===== src/rtl/ser_tx_pkg.sv =====
package ser_tx_pkg;

  // Mode field captured at the start of each character
  typedef struct packed {
    logic syncMode;
    logic sevenBit;
    logic parEn;
    logic parOdd;
  } txMode_t;

  // Strobes from the control module to the datapath
  typedef struct packed {
    logic load;
    logic shift;
  } txStrobe_t;

endpackage


===== src/rtl/ser_tx_dp.sv =====
module ser_tx_dp
  import ser_tx_pkg::*;
#(
  parameter int DATA_W  = 8,
  parameter int FRAME_W = DATA_W + 3,
  parameter int BCNT_W  = $clog2(FRAME_W + 1)
) (
  input  logic              clk,
  input  logic              rstN,
  input  logic [DATA_W-1:0] txData,
  input  txMode_t           modeNext,
  input  txStrobe_t         strb,
  input  logic              busy,
  output logic              syncMode,
  output logic [BCNT_W-1:0] frameLen,
  output logic              txLine
);

  logic [FRAME_W-1:0] frameQ, frameNxt;
  logic [BCNT_W-1:0]  lenQ, lenNxt;
  txMode_t            modeQ;
  logic               parity;
  int                 nBits;

  // Build the bit sequence, LSB first, with unused upper positions at 1
  always_comb begin
    frameNxt = '1;
    lenNxt   = '0;
    parity   = modeNext.parOdd;
    nBits    = DATA_W;
    if (modeNext.syncMode) begin
      frameNxt[DATA_W-1:0] = txData;
      lenNxt = BCNT_W'(DATA_W);
    end else begin
      nBits = modeNext.sevenBit ? DATA_W - 1 : DATA_W;
      frameNxt[0] = 1'b0;
      for (int i = 0; i < DATA_W; i++) begin
        if (i < nBits) begin
          frameNxt[i+1] = txData[i];
          parity = parity ^ txData[i];
        end
      end
      if (modeNext.parEn) frameNxt[nBits+1] = parity;
      lenNxt = BCNT_W'(nBits + 2 + (modeNext.parEn ? 1 : 0));
    end
  end

  always_ff @(posedge clk or negedge rstN) begin
    if (!rstN) begin
      frameQ <= '1;
      lenQ   <= '0;
      modeQ  <= '0;
    end else if (strb.load) begin
      frameQ <= frameNxt;
      lenQ   <= lenNxt;
      modeQ  <= modeNext;
    end else if (strb.shift) begin
      frameQ <= {1'b1, frameQ[FRAME_W-1:1]};
    end
  end

  assign syncMode = modeQ.syncMode;
  assign frameLen = lenQ;
  assign txLine   = busy ? frameQ[0] : 1'b1;

endmodule


===== src/rtl/ser_tx_ctrl.sv =====
module ser_tx_ctrl
  import ser_tx_pkg::*;
#(
  parameter int OVERSAMPLE = 16,
  parameter int SYNC_TICKS = 2,
  parameter int BCNT_W     = 4,
  parameter int TMAX       = (OVERSAMPLE > SYNC_TICKS) ? OVERSAMPLE : SYNC_TICKS,
  parameter int TCNT_W     = (TMAX > 1) ? $clog2(TMAX) : 1
) (
  input  logic              clk,
  input  logic              rstN,
  input  logic              txValid,
  input  logic              baudTick,
  input  logic              syncMode,
  input  logic [BCNT_W-1:0] frameLen,
  output txStrobe_t         strb,
  output logic              txReady,
  output logic              busy,
  output logic              done,
  output logic              sClk
);

  localparam int SYNC_HALF = SYNC_TICKS / 2;

  logic [TCNT_W-1:0] tickCnt, tickLast;
  logic [BCNT_W-1:0] bitCnt;
  logic              busyQ, doneQ, bitEnd, lastBit;

  assign tickLast = syncMode ? TCNT_W'(SYNC_TICKS - 1) : TCNT_W'(OVERSAMPLE - 1);
  assign bitEnd   = busyQ && baudTick && (tickCnt == tickLast);
  assign lastBit  = (bitCnt == frameLen - 1'b1);

  always_comb begin
    strb.load  = txValid && !busyQ;
    strb.shift = bitEnd && !lastBit;
  end

  always_ff @(posedge clk or negedge rstN) begin
    if (!rstN) begin
      busyQ   <= 1'b0;
      doneQ   <= 1'b0;
      tickCnt <= '0;
      bitCnt  <= '0;
    end else begin
      doneQ <= bitEnd && lastBit;
      if (strb.load) begin
        busyQ   <= 1'b1;
        tickCnt <= '0;
        bitCnt  <= '0;
      end else if (busyQ && baudTick) begin
        if (tickCnt == tickLast) begin
          tickCnt <= '0;
          if (lastBit) busyQ <= 1'b0;
          else         bitCnt <= bitCnt + 1'b1;
        end else begin
          tickCnt <= tickCnt + 1'b1;
        end
      end
    end
  end

  assign txReady = !busyQ;
  assign busy    = busyQ;
  assign done    = doneQ;
  assign sClk    = !(busyQ && syncMode && (tickCnt < TCNT_W'(SYNC_HALF)));

endmodule


===== src/rtl/ser_char_tx.sv =====
module ser_char_tx
  import ser_tx_pkg::*;
#(
  parameter int OVERSAMPLE = 16,
  parameter int SYNC_TICKS = 2
) (
  input  logic       clk,
  input  logic       rstN,
  input  logic [7:0] txData,
  input  logic       txValid,
  output logic       txReady,
  input  logic [7:0] modeIn,
  input  logic       baudTick,
  output logic       txLine,
  output logic       sClk,
  output logic       busy,
  output logic       done
);

  localparam int DATA_W  = 8;
  localparam int FRAME_W = DATA_W + 3;
  localparam int BCNT_W  = $clog2(FRAME_W + 1);

  txStrobe_t         strb;
  txMode_t           modeNext;
  logic              syncMode;
  logic [BCNT_W-1:0] frameLen;

  // Mode field positions: 7 clocked mode, 6 seven-bit, 5 parity enable, 4 odd
  assign modeNext = '{syncMode: modeIn[7], sevenBit: modeIn[6],
                      parEn: modeIn[5], parOdd: modeIn[4]};

  ser_tx_ctrl #(
    .OVERSAMPLE(OVERSAMPLE),
    .SYNC_TICKS(SYNC_TICKS),
    .BCNT_W(BCNT_W)
  ) ctrl_i (
    .clk(clk), .rstN(rstN), .txValid(txValid), .baudTick(baudTick),
    .syncMode(syncMode), .frameLen(frameLen), .strb(strb),
    .txReady(txReady), .busy(busy), .done(done), .sClk(sClk)
  );

  ser_tx_dp #(
    .DATA_W(DATA_W),
    .FRAME_W(FRAME_W),
    .BCNT_W(BCNT_W)
  ) dp_i (
    .clk(clk), .rstN(rstN), .txData(txData), .modeNext(modeNext),
    .strb(strb), .busy(busy), .syncMode(syncMode), .frameLen(frameLen),
    .txLine(txLine)
  );

endmodule


===== config.mk =====
export PLATFORM = sky130hd
export DESIGN_NAME = ser_char_tx
export DESIGN_NICKNAME = d
export VERILOG_FILES = /design/src/rtl/ser_tx_pkg.sv /design/src/rtl/ser_tx_dp.sv /design/src/rtl/ser_tx_ctrl.sv /design/src/rtl/ser_char_tx.sv
export SDC_FILE = /design/constraint.sdc
export NUM_CORES = 1
export LEC_CHECK = 0
export ABC_AREA = 1
export ABC_CLOCK_PERIOD_IN_PS = 1600
export BUFFER_PORTS_ARGS = -buffer_cell sky130_fd_sc_hd__buf_2
export CORE_UTILIZATION = 43
export CTS_BUF_LIST = sky130_fd_sc_hd__clkbuf_2 sky130_fd_sc_hd__clkbuf_4 sky130_fd_sc_hd__clkbuf_8
export DETAILED_ROUTE_END_ITERATION = 7
export MAX_ROUTING_LAYER = met4
export PLACE_DENSITY_LB_ADDON = 0.25
export SLEW_MARGIN = 40
export SYNTH_ARGS = -nofsm -noshare
export SYNTH_HDL_FRONTEND = slang
export SYNTH_HIERARCHICAL = 1
export SYNTH_SLANG_ARGS = --single-unit

===== constraint.sdc =====
create_clock -name clk -period 1.6 [get_ports clk]
set_input_delay 0.24 -clock clk [delete_from_list [all_inputs] [get_ports clk]]
set_output_delay 0.24 -clock clk [all_outputs]
set_load 0.05 [all_outputs]

Word level (Yosys, flattened, before mapping)
Cells that the tools add are included.

Bits of input ports: 20. Register bits after elaboration: 26. Logic and storage cells: 108. Output and inout bits: 5.

Add/sub/neg operators: 6. $lt $le $gt $ge: 11. Bitwise logic cells: 8. Equality and inequality tests: 3. Multiplexer cells: 56. Reduce and logical (&&, ||, !) cells: 17.

Operators with widths (number): 4-bit by 32-bit < comparator with 1-bit output (first input constant) (4); 3-bit by 32-bit < comparator with 1-bit output (first input constant) (2); 4-bit two-way mux (10); 1-bit two-way mux (39); 11-bit two-way mux (3); 32-bit by 2-bit adder with 32-bit output (second input constant) (1); 32-bit by 1-bit >= comparator with 1-bit output (second input constant) (1); 1-bit by 32-bit < comparator with 1-bit output (first input constant) (1); 2-bit by 32-bit < comparator with 1-bit output (first input constant) (1); 32-bit by 6-bit < comparator with 1-bit output (second input constant) (1); 11-bit bitwise mux (1); 4-bit by 1-bit adder with 4-bit output (second input constant) (2); 4-bit equality test (2); 1-bit logical AND (8); 8-bit two-way mux (1); 2-bit nonzero test (4); 1-bit XOR (8); 3-bit AND reduction (2); 4-bit by 3-bit adder with 4-bit output (second input constant) (1); 4-bit adder (1); 1-bit demux with 4-bit select (1); 4-bit by 1-bit < comparator with 1-bit output (second input constant) (1); 4-bit by 1-bit subtractor with 4-bit output (second input constant) (1); 1-bit zero test (3); 2 further kinds (2).

Depth between registers and ports, before layout
Depth in word-level cells: 29. Mapped depth: 16.

Hierarchy
Netlist, hierarchy kept.

Modules (own cells, without submodules): ser_tx_dp (area an instance 904.6 µm², sequential area each 387.9 µm², cells each 117, instances 1); ser_tx_ctrl (area an instance 729.4 µm², sequential area each 250.2 µm², cells each 96, instances 1).

Least setup slack after synthesis
No wires, ideal clock.

Path type: register to register. Start: register ctrl_i.busyQ (netlist: ctrl_i/busy). End: register dp_i.frameQ[7]. Slack: -0.306 ns. Buffers on the path: 2. Stages on the path, launching flop included: 9. Data required time: 1.521 ns. Arrival: 1.827 ns. Path through: dfrtp_1 -> inv_2 -> nand2_8 -> inv_1 -> buf_4 -> nor2_4 -> inv_2 -> buf_2 -> o21ai_0.

RTL lines: from (decl) (line ser_tx_ctrl.sv:27) `logic busyQ, doneQ, bitEnd, lastBit;`; from (signal assigned) (line ser_tx_ctrl.sv:40) `busyQ <= 1'b0;`; from (signal assigned) (line ser_tx_ctrl.sv:47) `busyQ <= 1'b1;`; from (signal assigned) (line ser_tx_ctrl.sv:53) `if (lastBit) busyQ <= 1'b0;`; to (signal assigned) (line ser_tx_dp.sv:54) `frameQ <= frameNxt;`; to (signal assigned) (line ser_tx_dp.sv:58) `frameQ <= {1'b1, frameQ[FRAME_W-1:1]};`; to (decl) (line ser_tx_dp.sv:19) `logic [FRAME_W-1:0] frameQ, frameNxt;`.

==> results by stage <==
Status:
- The flow ran to the end, but the final reports show violations.
- The final reports fail on setup timing.

Logic synthesis:
- Yosys instantiated no cell more often than nand2_1.
- The distinct cell type count after synthesis is 31.
- Synthesis handed over a netlist of 213 instances.
- The synthesized area is 1630 sq um.
- In the synthesized netlist the async set-or-reset flop fraction comes to between 90% and 100%.
- Among all flip-flop cells after synthesis, the most frequent one is dfrtp_1.
- After synthesis, the mean cell area works out to ~7.7 sq um.
- By count the netlist is led by nand2_1 (56), inv_1 (29), nand3_1 (16).
- Synthesis inferred 25 register bits.
- The biggest area contributor in the post-synthesis netlist is dfrtp_1.
- The total of warnings raised by yosys is 6.
- The fraction of synthesized cell area taken by the top area cell type is between 20% and 30%.
- The number of flops mapped to enable cells by yosys is 0.
- The number of nets handed over by synthesis was around 240.
- Sorting the synthesized cells by area gives the leading types as dfrtp_1 (23%), dfstp_2 (16%), nand2_1 (13%), inv_1 (6.7%), nand3_1 (4.9%).
- Sequential elements use around two fifths of the synthesized area.

Routing:
- The final layout contains routed wiring with a total length of around 3300 um.
- The first routing iteration left 57 violations.
- The number of vias per cell after detailed routing is around 5.
- After detailed routing, the number of remaining DRC violations is 0.
- The first TritonRoute pass finished after 4 iterations.
- In the final routed layout, each cell accounts on average for approximately 11 um.
- The via count is 1491.
- The count of nets left with antenna violations once routing finished came out at 0.

GRT:
- The total overflow left after global routing is 0.
- The number of antenna violations at the first check in global routing is 0.
- The overall routing resource usage is between 10% and 20%.
- The via count of the first global-routing pass is about 1300.
- The first global-routing pass estimated roughly 5500 um of wire.
- Entering global routing, the biggest net connects 26 pins.

Floorplanning:
- The I/O pin total is 25.
- The site row count is 22.
- The initial utilization of the core area, before any placement, comes to roughly 45%.
- The die height is ~64 um.
- The die boundary width is 63.6 um.
- The total die area is about 4100 sq um.
- The core region is between 3000 and 4000 sq um.

Final layout:
- Measured on the finished design, the core utilization comes to a little under three fifths.
- The finished layout holds 306 standard cells, fillers aside.
- The area of all placed cells without fillers is around 2100 sq um.
- The number of diodes is 0.
- The layout filler cell count is approximately 330.
- Of the cells placed in the final design, the portion with a size suffix greater than 1 is 38.8%.
- The synthesis-to-finish area growth is 27.3%.
- The final-stage net count is 285.

Critical path:
- The data required time at the worst endpoint is ~1.8 ns.
- Of all nets on the critical path, the largest fanout is 5.
- STA classifies the critical path startpoint as a flip-flop.
- In this run the worst setup path begins at dp_i/frameLen[1].
- The depth of the worst register-to-register path is 13.
- The critical path is of the reg -> reg type.
- The arrival time of the worst setup path is 1.92 ns.
- The endpoint type of the worst setup path is a flip-flop.
- The worst register-to-register path begins at dp_i/frameLen[1].

Timing:
- The slack of the critical path is -0.111 ns.
- For this run, the top clock speed supported by timing is between 0.5 and 0.6 GHz.
- The fraction of the cycle the final worst path needs is 107%.
- Headroom to the max-slew limit came out at between 60 and 70%.
- The transition at the pin with the smallest max-transition slack is between 0.5 and 0.6 ns.
- The final number of max-transition violations was 0.
- The post-route clock skew is about 0.0028 ns.
- The final hold violation count is 0.
- For the finished layout, the period the worst path requires is approximately 1.7 ns.
- Setup violations remaining at the end of the flow were counted as 10.
- Setup repair after global routing could not meet its margin everywhere.

Job:
- The max capacitance violation total is 0.

CTS:
- The insertion delay to the later sink of the worst-skew pair is 0.27 ns.
- Counting every sink on the clock net gives 25.
- The TritonCTS clock tree is done.
- The number of buffers on the longest clock path is 2.
- The cell chosen for the clock root is clkbuf_8.
- The number of clock buffers added by TritonCTS is 3.
- Clock-pin slew was measured on the worst setup and hold paths at ~0.090 ns.
- The count of H-tree levels built during CTS is 1.

Place:
- The cell area reported after detailed placement is 1930 sq um.
- The routability congestion estimate from global placement is 0.841.
- The number of input and output port buffers inserted is 20.
- The placed wire-length estimate is ~2400 um.
- The number of placed instances with taps included is about 300.
- The worst slack at placement is -0.184 ns.

Power and ir drop:
- For this design the static power due to leakage is 1.09 nW.
- VDD sags by at most roughly 0.57 mV.
- For this design the ratio of total power to cell area is 1050 nW/um^2.

Min path:
- The startpoint of the most critical hold path is txData[4].
- The worst hold path was traced through 3 stages.
- In this run the worst hold path is classified as in -> reg.
-- cells by family (layout without fill, tap and decap cells) --
logic type                 Yosys count  in the layout  share of synthesized area, %
adders and majority gates            6              6                          4.59
AOI/OAI and AO/OA                   29             29                          10.3
xor gates and xnor gates             6              6                          3.22
buffers and inverters               38             83                          9.19
and+or+nand+nor                    109            109                          33.7
DFF                                 25             25                          39.1
-- per-layer routing --
metal | GRT usage [%] | vias up | routed length, um
met5 | - | - | 0
met4 | 3.41 | 0 | 8
met3 | 3.26 | 2 | 134
met2 | 28.1 | 37 | 1510
met1 | 22.7 | 677 | 1630
li1 | - | 775 | -
-- state kept, by name, indices dropped and copies added, names as in the netlist --
register        flops
ctrl_i/busy         1
ctrl_i/tickCnt      4
dp_i/frameLen       4
dp_i/syncMode       1
ctrl_i/done         1
dp_i/frameQ        10
ctrl_i/bitCnt       4
-- worst max-delay path: stages, from the launching register on --
cell and delay (ns):
dfrtp_1 0.37, inv_2 0.06, ha_4 0.26, or2_1 0.11, nand3_2 0.08, nor2_4 0.13, nand2_2 0.08, nand2_4 0.07
inv_4 0.04, nor2_4 0.19, buf_6 0.14, nor2_4 0.03, nand2_2 0.07, nand2_2 0.04
-- cell type report --
type / count / area [sq um] / area share, %
Sequential cell: 25 / 639 / 30.7
Clock buffer: 3 / 41.3 / 1.99
Clock inverter: 1 / 5.00 / 0.241
Tap cell: 48 / 60.1 / 2.89
Multi-Input combinational cell: 150 / 902 / 43.4
Timing Repair Buffer: 43 / 282 / 13.5
Inverter: 36 / 150 / 7.22
-- path summary, 6_finish.rpt --
kind                                endpoint  slack [ns]
setup reg to reg              dp_i/frameQ[8]       -0.11
hold / removal                dp_i/frameQ[5]        0.21
min in group asynchronous  ctrl_i/tickCnt[3]        0.48
max in group asynchronous        ctrl_i/busy        0.73
setup / recovery              dp_i/frameQ[8]       -0.11
hold reg to reg               dp_i/frameQ[6]        0.47
-- through the flow --
stage | total power, W | hold slack [ns] | TNS (ns)
finish | 0.00217 | 0.210 | -0.937
global route | 0.00233 | 0.213 | -2.08
CTS | 0.00214 | 0.204 | -0.944
detailed placement | 0.00174 | 0.267 | -1.29
global placement | 0.00172 | 0.271 | -0.843
floorplan | 0.00153 | -0.0556 | -0.600
-- power by group --
group | internal (W) | total, W | switching [W] | leakage, nW
sequential | 0.000893 | 0.00103 | 0.000133 | 0.298
combinational | 0.000335 | 0.000765 | 0.000430 | 0.763
clock | 0.000174 | 0.000382 | 0.000207 | 0.0255
total | 0.00140 | 0.00217 | 0.000770 | 1.09
-- timing repair --
item,in CTS,in global routing
endpoints found under the hold margin,15,0
pin swaps,3,8
setup buffers,3,2
hold buffers,1,0
endpoints found under the setup margin,10,16
resized for setup,7,13
-- cells in the final DEF (no fill, tap or decap), drive strengths merged --
master       count
nand2           66
buf             41
inv             36
nand3           18
nor2            16
dfrtp           15
o21ai           15
dfstp           10
ha               6
nand4            5
a21oi            5
o22ai            4
clkbuf           4
xor2             3
xnor2            3
o221ai           3
or2              3
clkinv           1
nor3             1
a31oi            1
a32o             1
dlygate4sd3      1
(Power assumes the default switching activity.)
